### config.mk
export PLATFORM = sky130hd
export DESIGN_NAME = wr_discard_ctrl
export DESIGN_NICKNAME = d
export VERILOG_FILES = /design/src/rtl/wdc_pkg.sv /design/src/rtl/wdc_chan_window.sv /design/src/rtl/wdc_boundary_detect.sv /design/src/rtl/wdc_fsm.sv /design/src/rtl/wr_discard_ctrl.sv
export SDC_FILE = /design/constraint.sdc
export NUM_CORES = 1
export LEC_CHECK = 0
export BUFFER_PORTS_ARGS = -buffer_cell sky130_fd_sc_hd__buf_2
export CAP_MARGIN = 30
export CORE_AREA = 4 4 41 43
export DETAILED_ROUTE_END_ITERATION = 8
export DIE_AREA = 0 0 45 47
export PLACE_DENSITY_LB_ADDON = 0.15
export SLEW_MARGIN = 30
export SYNTH_ARGS = -nofsm -noshare
export SYNTH_HDL_FRONTEND = slang
export SYNTH_SLANG_ARGS = --single-unit
### constraint.sdc
create_clock -name clk -period 1.25 [get_ports clk]
set_input_delay 0.25 -clock clk [delete_from_list [all_inputs] [get_ports clk]]
set_output_delay 0.25 -clock clk [all_outputs]
set_load 0.05 [all_outputs]
### src/rtl/wdc_pkg.sv
// Package: shared encodings for the write stream discard controller.
// Assumes: the state codes are observed externally and must stay fixed.
package wdc_pkg;

    // Controller states; the encoding is the exported monitor code.
    typedef enum logic [1:0] {
        WDC_PASS    = 2'b00,
        WDC_DISCARD = 2'b01,
        WDC_HOLD    = 2'b10
    } wdc_state_e;

    // Stream boundary on which discarding ends after a write start.
    typedef enum logic [1:0] {
        BND_ANY_VALID = 2'b00,
        BND_PKT_START = 2'b01,
        BND_SYNC_MARK = 2'b10
    } wdc_bound_e;

endpackage

### src/rtl/wdc_chan_window.sv
// Module: wdc_chan_window
// Flags whether a stream channel number lies inside a configured window.
// Assumes: CHAN_COUNT >= 1 and the window fits in CHAN_W bits; when the
// filter is disabled every channel is accepted.
module wdc_chan_window #(
    parameter int CHAN_W     = 4,
    parameter bit ENABLE     = 1'b0,
    parameter int CHAN_FIRST = 4,
    parameter int CHAN_COUNT = 4
) (
    input  logic [CHAN_W-1:0] chan,
    output logic              in_window
);
    localparam int             LAST_CH = CHAN_FIRST + CHAN_COUNT - 1;
    localparam logic [CHAN_W:0] LO_V   = (CHAN_W+1)'(CHAN_FIRST);
    localparam logic [CHAN_W:0] HI_V   = (CHAN_W+1)'(LAST_CH);

    logic [CHAN_W:0] chan_ext;
    logic            above_lo;
    logic            below_hi;

    assign chan_ext = {1'b0, chan};

    // Lower bound check; a zero lower bound needs no comparator.
    generate
        if (CHAN_FIRST == 0) begin : g_lo_free
            assign above_lo = 1'b1;
        end else begin : g_lo_cmp
            assign above_lo = (chan_ext >= LO_V);
        end
    endgenerate

    // Upper bound check of the window.
    assign below_hi = (chan_ext <= HI_V);

    // Select filtered or pass-all result.
    assign in_window = ENABLE ? (above_lo && below_hi) : 1'b1;

endmodule

### src/rtl/wdc_boundary_detect.sv
// Module: wdc_boundary_detect
// Recognises a stream word on which discarding may end, per the chosen mode.
// Assumes: the marker inputs are only meaningful when valid is high.
module wdc_boundary_detect
    import wdc_pkg::*;
#(
    parameter wdc_bound_e RESUME_ON = BND_PKT_START
) (
    input  logic valid,
    input  logic sop,
    input  logic sync,
    input  logic in_window,
    output logic hit
);
    logic mode_ok;

    // Mode-specific marker condition.
    always_comb begin
        unique case (RESUME_ON)
            BND_ANY_VALID: mode_ok = 1'b1 | (sop & sync);
            BND_PKT_START: mode_ok = sop;
            BND_SYNC_MARK: mode_ok = sync;
            default:       mode_ok = 1'b0;
        endcase
    end

    // Qualifying word: valid, marker condition met, channel accepted.
    assign hit = valid && mode_ok && in_window;

endmodule

### src/rtl/wdc_fsm.sv
// Module: wdc_fsm
// Three-state controller: pass, discard, and resume-wait. Flush requests are
// honoured only while no access is in progress; discard ends on a boundary.
// Assumes: acc_start and flush_req are single-cycle pulses.
module wdc_fsm
    import wdc_pkg::*;
(
    input  logic       clk,
    input  logic       rst_n,
    input  logic       acc_start,
    input  logic       acc_is_write,
    input  logic       flush_req,
    input  logic       acc_done,
    input  logic       hit,
    output logic [1:0] state_code,
    output logic       flush_en
);
    wdc_state_e state_q;
    wdc_state_e state_d;
    logic       wr_start;
    logic       req_seen;

    assign wr_start = acc_start && acc_is_write;
    assign req_seen = flush_req && acc_done;

    // Next-state decision.
    always_comb begin
        state_d = state_q;
        unique case (state_q)
            WDC_PASS:    if (req_seen) state_d = wr_start ? WDC_HOLD : WDC_DISCARD;
            WDC_DISCARD: if (wr_start) state_d = WDC_HOLD;
            WDC_HOLD:    if (hit)      state_d = WDC_PASS;
            default:     state_d = WDC_PASS;
        endcase
    end

    // State register with synchronous active-low reset.
    always_ff @(posedge clk) begin
        if (!rst_n) state_q <= WDC_PASS;
        else        state_q <= state_d;
    end

    // Discard while in discard state, or while waiting until the boundary word.
    assign flush_en   = (state_q == WDC_DISCARD) || ((state_q == WDC_HOLD) && !hit);
    assign state_code = state_q;

    AST_BUSY_REQ_IGNORED: assert property (@(posedge clk) disable iff (!rst_n)
        (state_q == WDC_PASS && flush_req && !acc_done) |=> (state_q == WDC_PASS));
    AST_REQ_ENTERS_DISCARD: assert property (@(posedge clk) disable iff (!rst_n)
        (state_q == WDC_PASS && req_seen && !wr_start) |=> (state_q == WDC_DISCARD));
    AST_READ_KEEPS_DISCARD: assert property (@(posedge clk) disable iff (!rst_n)
        (state_q == WDC_DISCARD && !wr_start) |=> (state_q == WDC_DISCARD && flush_en));
    AST_WRITE_TO_HOLD: assert property (@(posedge clk) disable iff (!rst_n)
        (state_q == WDC_DISCARD && wr_start) |=> (state_q == WDC_HOLD));
    AST_BOUNDARY_RELEASE: assert property (@(posedge clk) disable iff (!rst_n)
        (state_q == WDC_HOLD && hit) |=> (state_q == WDC_PASS));
    AST_DIRECT_HOLD: assert property (@(posedge clk) disable iff (!rst_n)
        (state_q == WDC_PASS && req_seen && wr_start) |=> (state_q == WDC_HOLD));

endmodule

### src/rtl/wr_discard_ctrl.sv
// Module: wr_discard_ctrl (top)
// Decides when the write stream from the write FIFO is discarded, and when a
// pending write access may resume storing it.
// Assumes: all inputs are synchronous to clk; the discard gate, FIFO and
// memory access logic sit outside this block.
module wr_discard_ctrl
    import wdc_pkg::*;
#(
    parameter wdc_bound_e RESUME_ON      = BND_PKT_START,
    parameter bit         CHAN_FILTER_EN = 1'b0,
    parameter int         CHAN_W         = 4,
    parameter int         CHAN_FIRST     = 4,
    parameter int         CHAN_COUNT     = 4
) (
    input  logic              clk,
    input  logic              rst_n,
    input  logic              acc_start,
    input  logic              acc_is_write,
    input  logic              flush_req,
    input  logic              acc_done,
    input  logic              strm_valid,
    input  logic              strm_sop,
    input  logic              strm_sync,
    input  logic [CHAN_W-1:0] strm_chan,
    output logic              flush_en,
    output logic [1:0]        state_mon
);
    logic chan_ok;
    logic bnd_hit;

    // Channel window filter.
    wdc_chan_window #(
        .CHAN_W     (CHAN_W),
        .ENABLE     (CHAN_FILTER_EN),
        .CHAN_FIRST (CHAN_FIRST),
        .CHAN_COUNT (CHAN_COUNT)
    ) u_window (
        .chan      (strm_chan),
        .in_window (chan_ok)
    );

    // Resume boundary recognition.
    wdc_boundary_detect #(
        .RESUME_ON (RESUME_ON)
    ) u_bound (
        .valid     (strm_valid),
        .sop       (strm_sop),
        .sync      (strm_sync),
        .in_window (chan_ok),
        .hit       (bnd_hit)
    );

    // Control state machine.
    wdc_fsm u_fsm (
        .clk          (clk),
        .rst_n        (rst_n),
        .acc_start    (acc_start),
        .acc_is_write (acc_is_write),
        .flush_req    (flush_req),
        .acc_done     (acc_done),
        .hit          (bnd_hit),
        .state_code   (state_mon),
        .flush_en     (flush_en)
    );

    AST_CODE_LEGAL: assert property (@(posedge clk) disable iff (!rst_n)
        state_mon != 2'b11);
    AST_PASS_NO_FLUSH: assert property (@(posedge clk) disable iff (!rst_n)
        (state_mon == 2'b00) |-> !flush_en);
    AST_INVALID_NO_RELEASE: assert property (@(posedge clk) disable iff (!rst_n)
        (state_mon == 2'b10 && !strm_valid) |-> flush_en);
    AST_OUT_OF_WINDOW: assert property (@(posedge clk) disable iff (!rst_n)
        (CHAN_FILTER_EN && state_mon == 2'b10 && !chan_ok) |-> flush_en);

endmodule

==> results.txt <==
status: completed
FF-to-FF Start: u_fsm.state_code[0]
total CTS buffers: 3
#FFs+latches synth: 2
Startpoint Class: register
achievable clock frequency: 837 MHz
Worst Setup SP: u_fsm.state_code[0]
Post-CTS Setup Bufs: 0
htree depth: 1
routed len/inst: 9.46 µm
Antenna Diode Count: 0
final net count: 39
die height: 47 µm
row cnt: 13
vias in the first global route: 153
total wire length: 369 µm
first-pass GRT wire length: 621 µm
Pre-antenna DRT Iters: 2
Final Max Slew Viols: 0
RSZ-0062 raised after global routing: no
Gate Count Post-Synth: 11
R2R setup slack: 0.37 ns
Setup violations, final: 0
CTS tree: yes
clk root buf: clkbuf_4
area grow syn2layout: 129%
clock transition time at the flip-flop clock pins of the worst setup and hold paths: 0.03 ns
# hold bufs at CTS: 0
Synth Warn #: 0
post-synthesis cell area: 100 µm²
Rel. slew slack: 80.6%
Core Footprint: 0.00130 mm²
num ports: 16
Worst setup endpoint: flush_en
min-delay worst type: in2reg
WP data required: 1.00 ns
final setup TNS: 0 ns
Slew @ Worst Pin: 0.291 ns
clk_lat worst skew: 0.22 ns
routed vias: 128
syn nets: 24
total of max-cap violations: 0
Worst Path Arrival: 0.94 ns
gr ovfl total: 0
die area: 0.00212 mm²
Initial DRC Count: 1
Residual DRC: 0
initial antenna violation count: 0
Design Power: 0.282 mW
# clock sinks: 2
Tot GR Track Use: 4.81%
CP Capture Type: output port
number of flip-flops in the largest register: 2
layout cells sized above 1: 83.3%
Vias/cell: 3.28
worst ir drop on vdd: 404 µV
min Tclk post-route: 1.19 ns
largest net degree at the start of global routing: 6
die outline width: 45 µm
# fillers: 156
synthesized area per cell: 9.10 µm²
R2R Path End: u_fsm.state_code[0]
Final Hold Fails: 0
Power Density: 1230 mW/mm²
Yosys cell types: 9
antenna-violating nets left: 0
Worst Path Class, Setup: reg2out
CP max FO: 3
initial core utilization: 7.69%
gpl congestion: 0.610
fin crit share: 95.6%
CTS Buffer Depth: 2
leakage power: 0.0975 nW
Clock Skew: 0.0000976 ns
Buffers on Ports: 10
sequential share of the synthesized area: 40.0%
Worst R2R Path Depth: 2
==> synth_stat cells <==
cell	instances	area (µm²)
a2111oi_2	1	15.0
inv_1	2	7.51
nand3_1	1	5.00
nand4b_1	1	8.76
o21ai_0	1	5.00
o22ai_1	1	6.26
nand2_1	1	3.75
dfxtp_1	2	40.0
a21oi_2	1	8.76
==> placed cells by master (no fill, tap or decap) <==
| cell type | instances |
|---|---|
| dfxtp_2 | 1 |
| inv_4 | 1 |
| o22ai_1 | 1 |
| a2111oi_2 | 1 |
| inv_1 | 1 |
| buf_6 | 1 |
| nand3_4 | 1 |
| nand4b_1 | 1 |
| dfxtp_4 | 1 |
| buf_2 | 9 |
| o21ai_4 | 1 |
| nand2_1 | 1 |
| a21oi_2 | 1 |
| clkbuf_4 | 3 |
==> how the worst min path moves through the flow <==
stage,cells past startpoint,endpoint,startpoint
6_report,2,u_fsm.state_code[0],acc_is_write
3_3_place_gp,2,u_fsm.state_code[0],acc_is_write
3_5_place_dp,2,u_fsm.state_code[0],acc_is_write
5_1_grt,2,u_fsm.state_code[0],acc_is_write
2_1_floorplan,1,u_fsm.state_code[0],acc_is_write
4_1_cts,2,u_fsm.state_code[0],acc_is_write
==> worst max-delay path: stages, from the launching register on <==
cell and delay [ns]:
dfxtp_2 0.33, inv_4 0.07, nand3_4 0.08, o21ai_4 0.06, buf_6 0.17
==> metal layers <==
layer  global-route usage (%)  vias up  share of wire, %
met3                     4.21        0                12
met2                     5.08        7                44
met1                     4.52       54                44
li1                         -       67                 -
met4                     7.02        0                 0
met5                        0        -                 0
==> logic make-up after synthesis <==
| logic type | share of synthesized area, % |
|---|---|
| DFF | 40.0 |
| buffers and inverters | 7.50 |
| and+or+nand+nor | 17.5 |
| AOI/OAI and AO/OA | 35.0 |
==> final cells by class <==
cell class | instances | area [µm²] | share of cell area (%)
sequential | 2 | 45.0 | 19.7
clock buffer | 3 | 22.5 | 9.84
multi-input combinational | 7 | 76.3 | 33.3
timing repair buffer | 10 | 56.3 | 24.6
inverter | 2 | 10.0 | 4.37
tap | 15 | 18.8 | 8.20
==> report_power, final <==
group / internal [mW] / leakage, nW / switching [mW] / total [mW]
logic: 0.0249 / 0.0662 / 0.0392 / 0.0641
registers: 0.0670 / 0.0175 / 0.00587 / 0.0729
clock network: 0.106 / 0.0138 / 0.0385 / 0.145
total: 0.198 / 0.0975 / 0.0836 / 0.282
==> through the flow <==
step | util, % | worst slack [ns] | area, µm² | std cells | hold WS, ns
CTS | 16.6 | 0.00454 | 216 | 39 | 0.219
global route | 17.6 | 0.00542 | 229 | 39 | 0.219
floorplan | - | 0.0502 | 114 | 11 | 0.333
global placement | 14.0 | 0.0860 | 183 | 36 | 0.461
finish | 17.6 | 0.0555 | 229 | 39 | 0.227
detailed placement | 14.0 | 0.0719 | 183 | 36 | 0.460
==> what timing repair did <==
item	CTS	global route
cloned	0	0
endpoints found under the hold margin	0	0
setup endpoints to repair	1	1
resized for setup	4	3
Power figures use the tool's default switching activity.
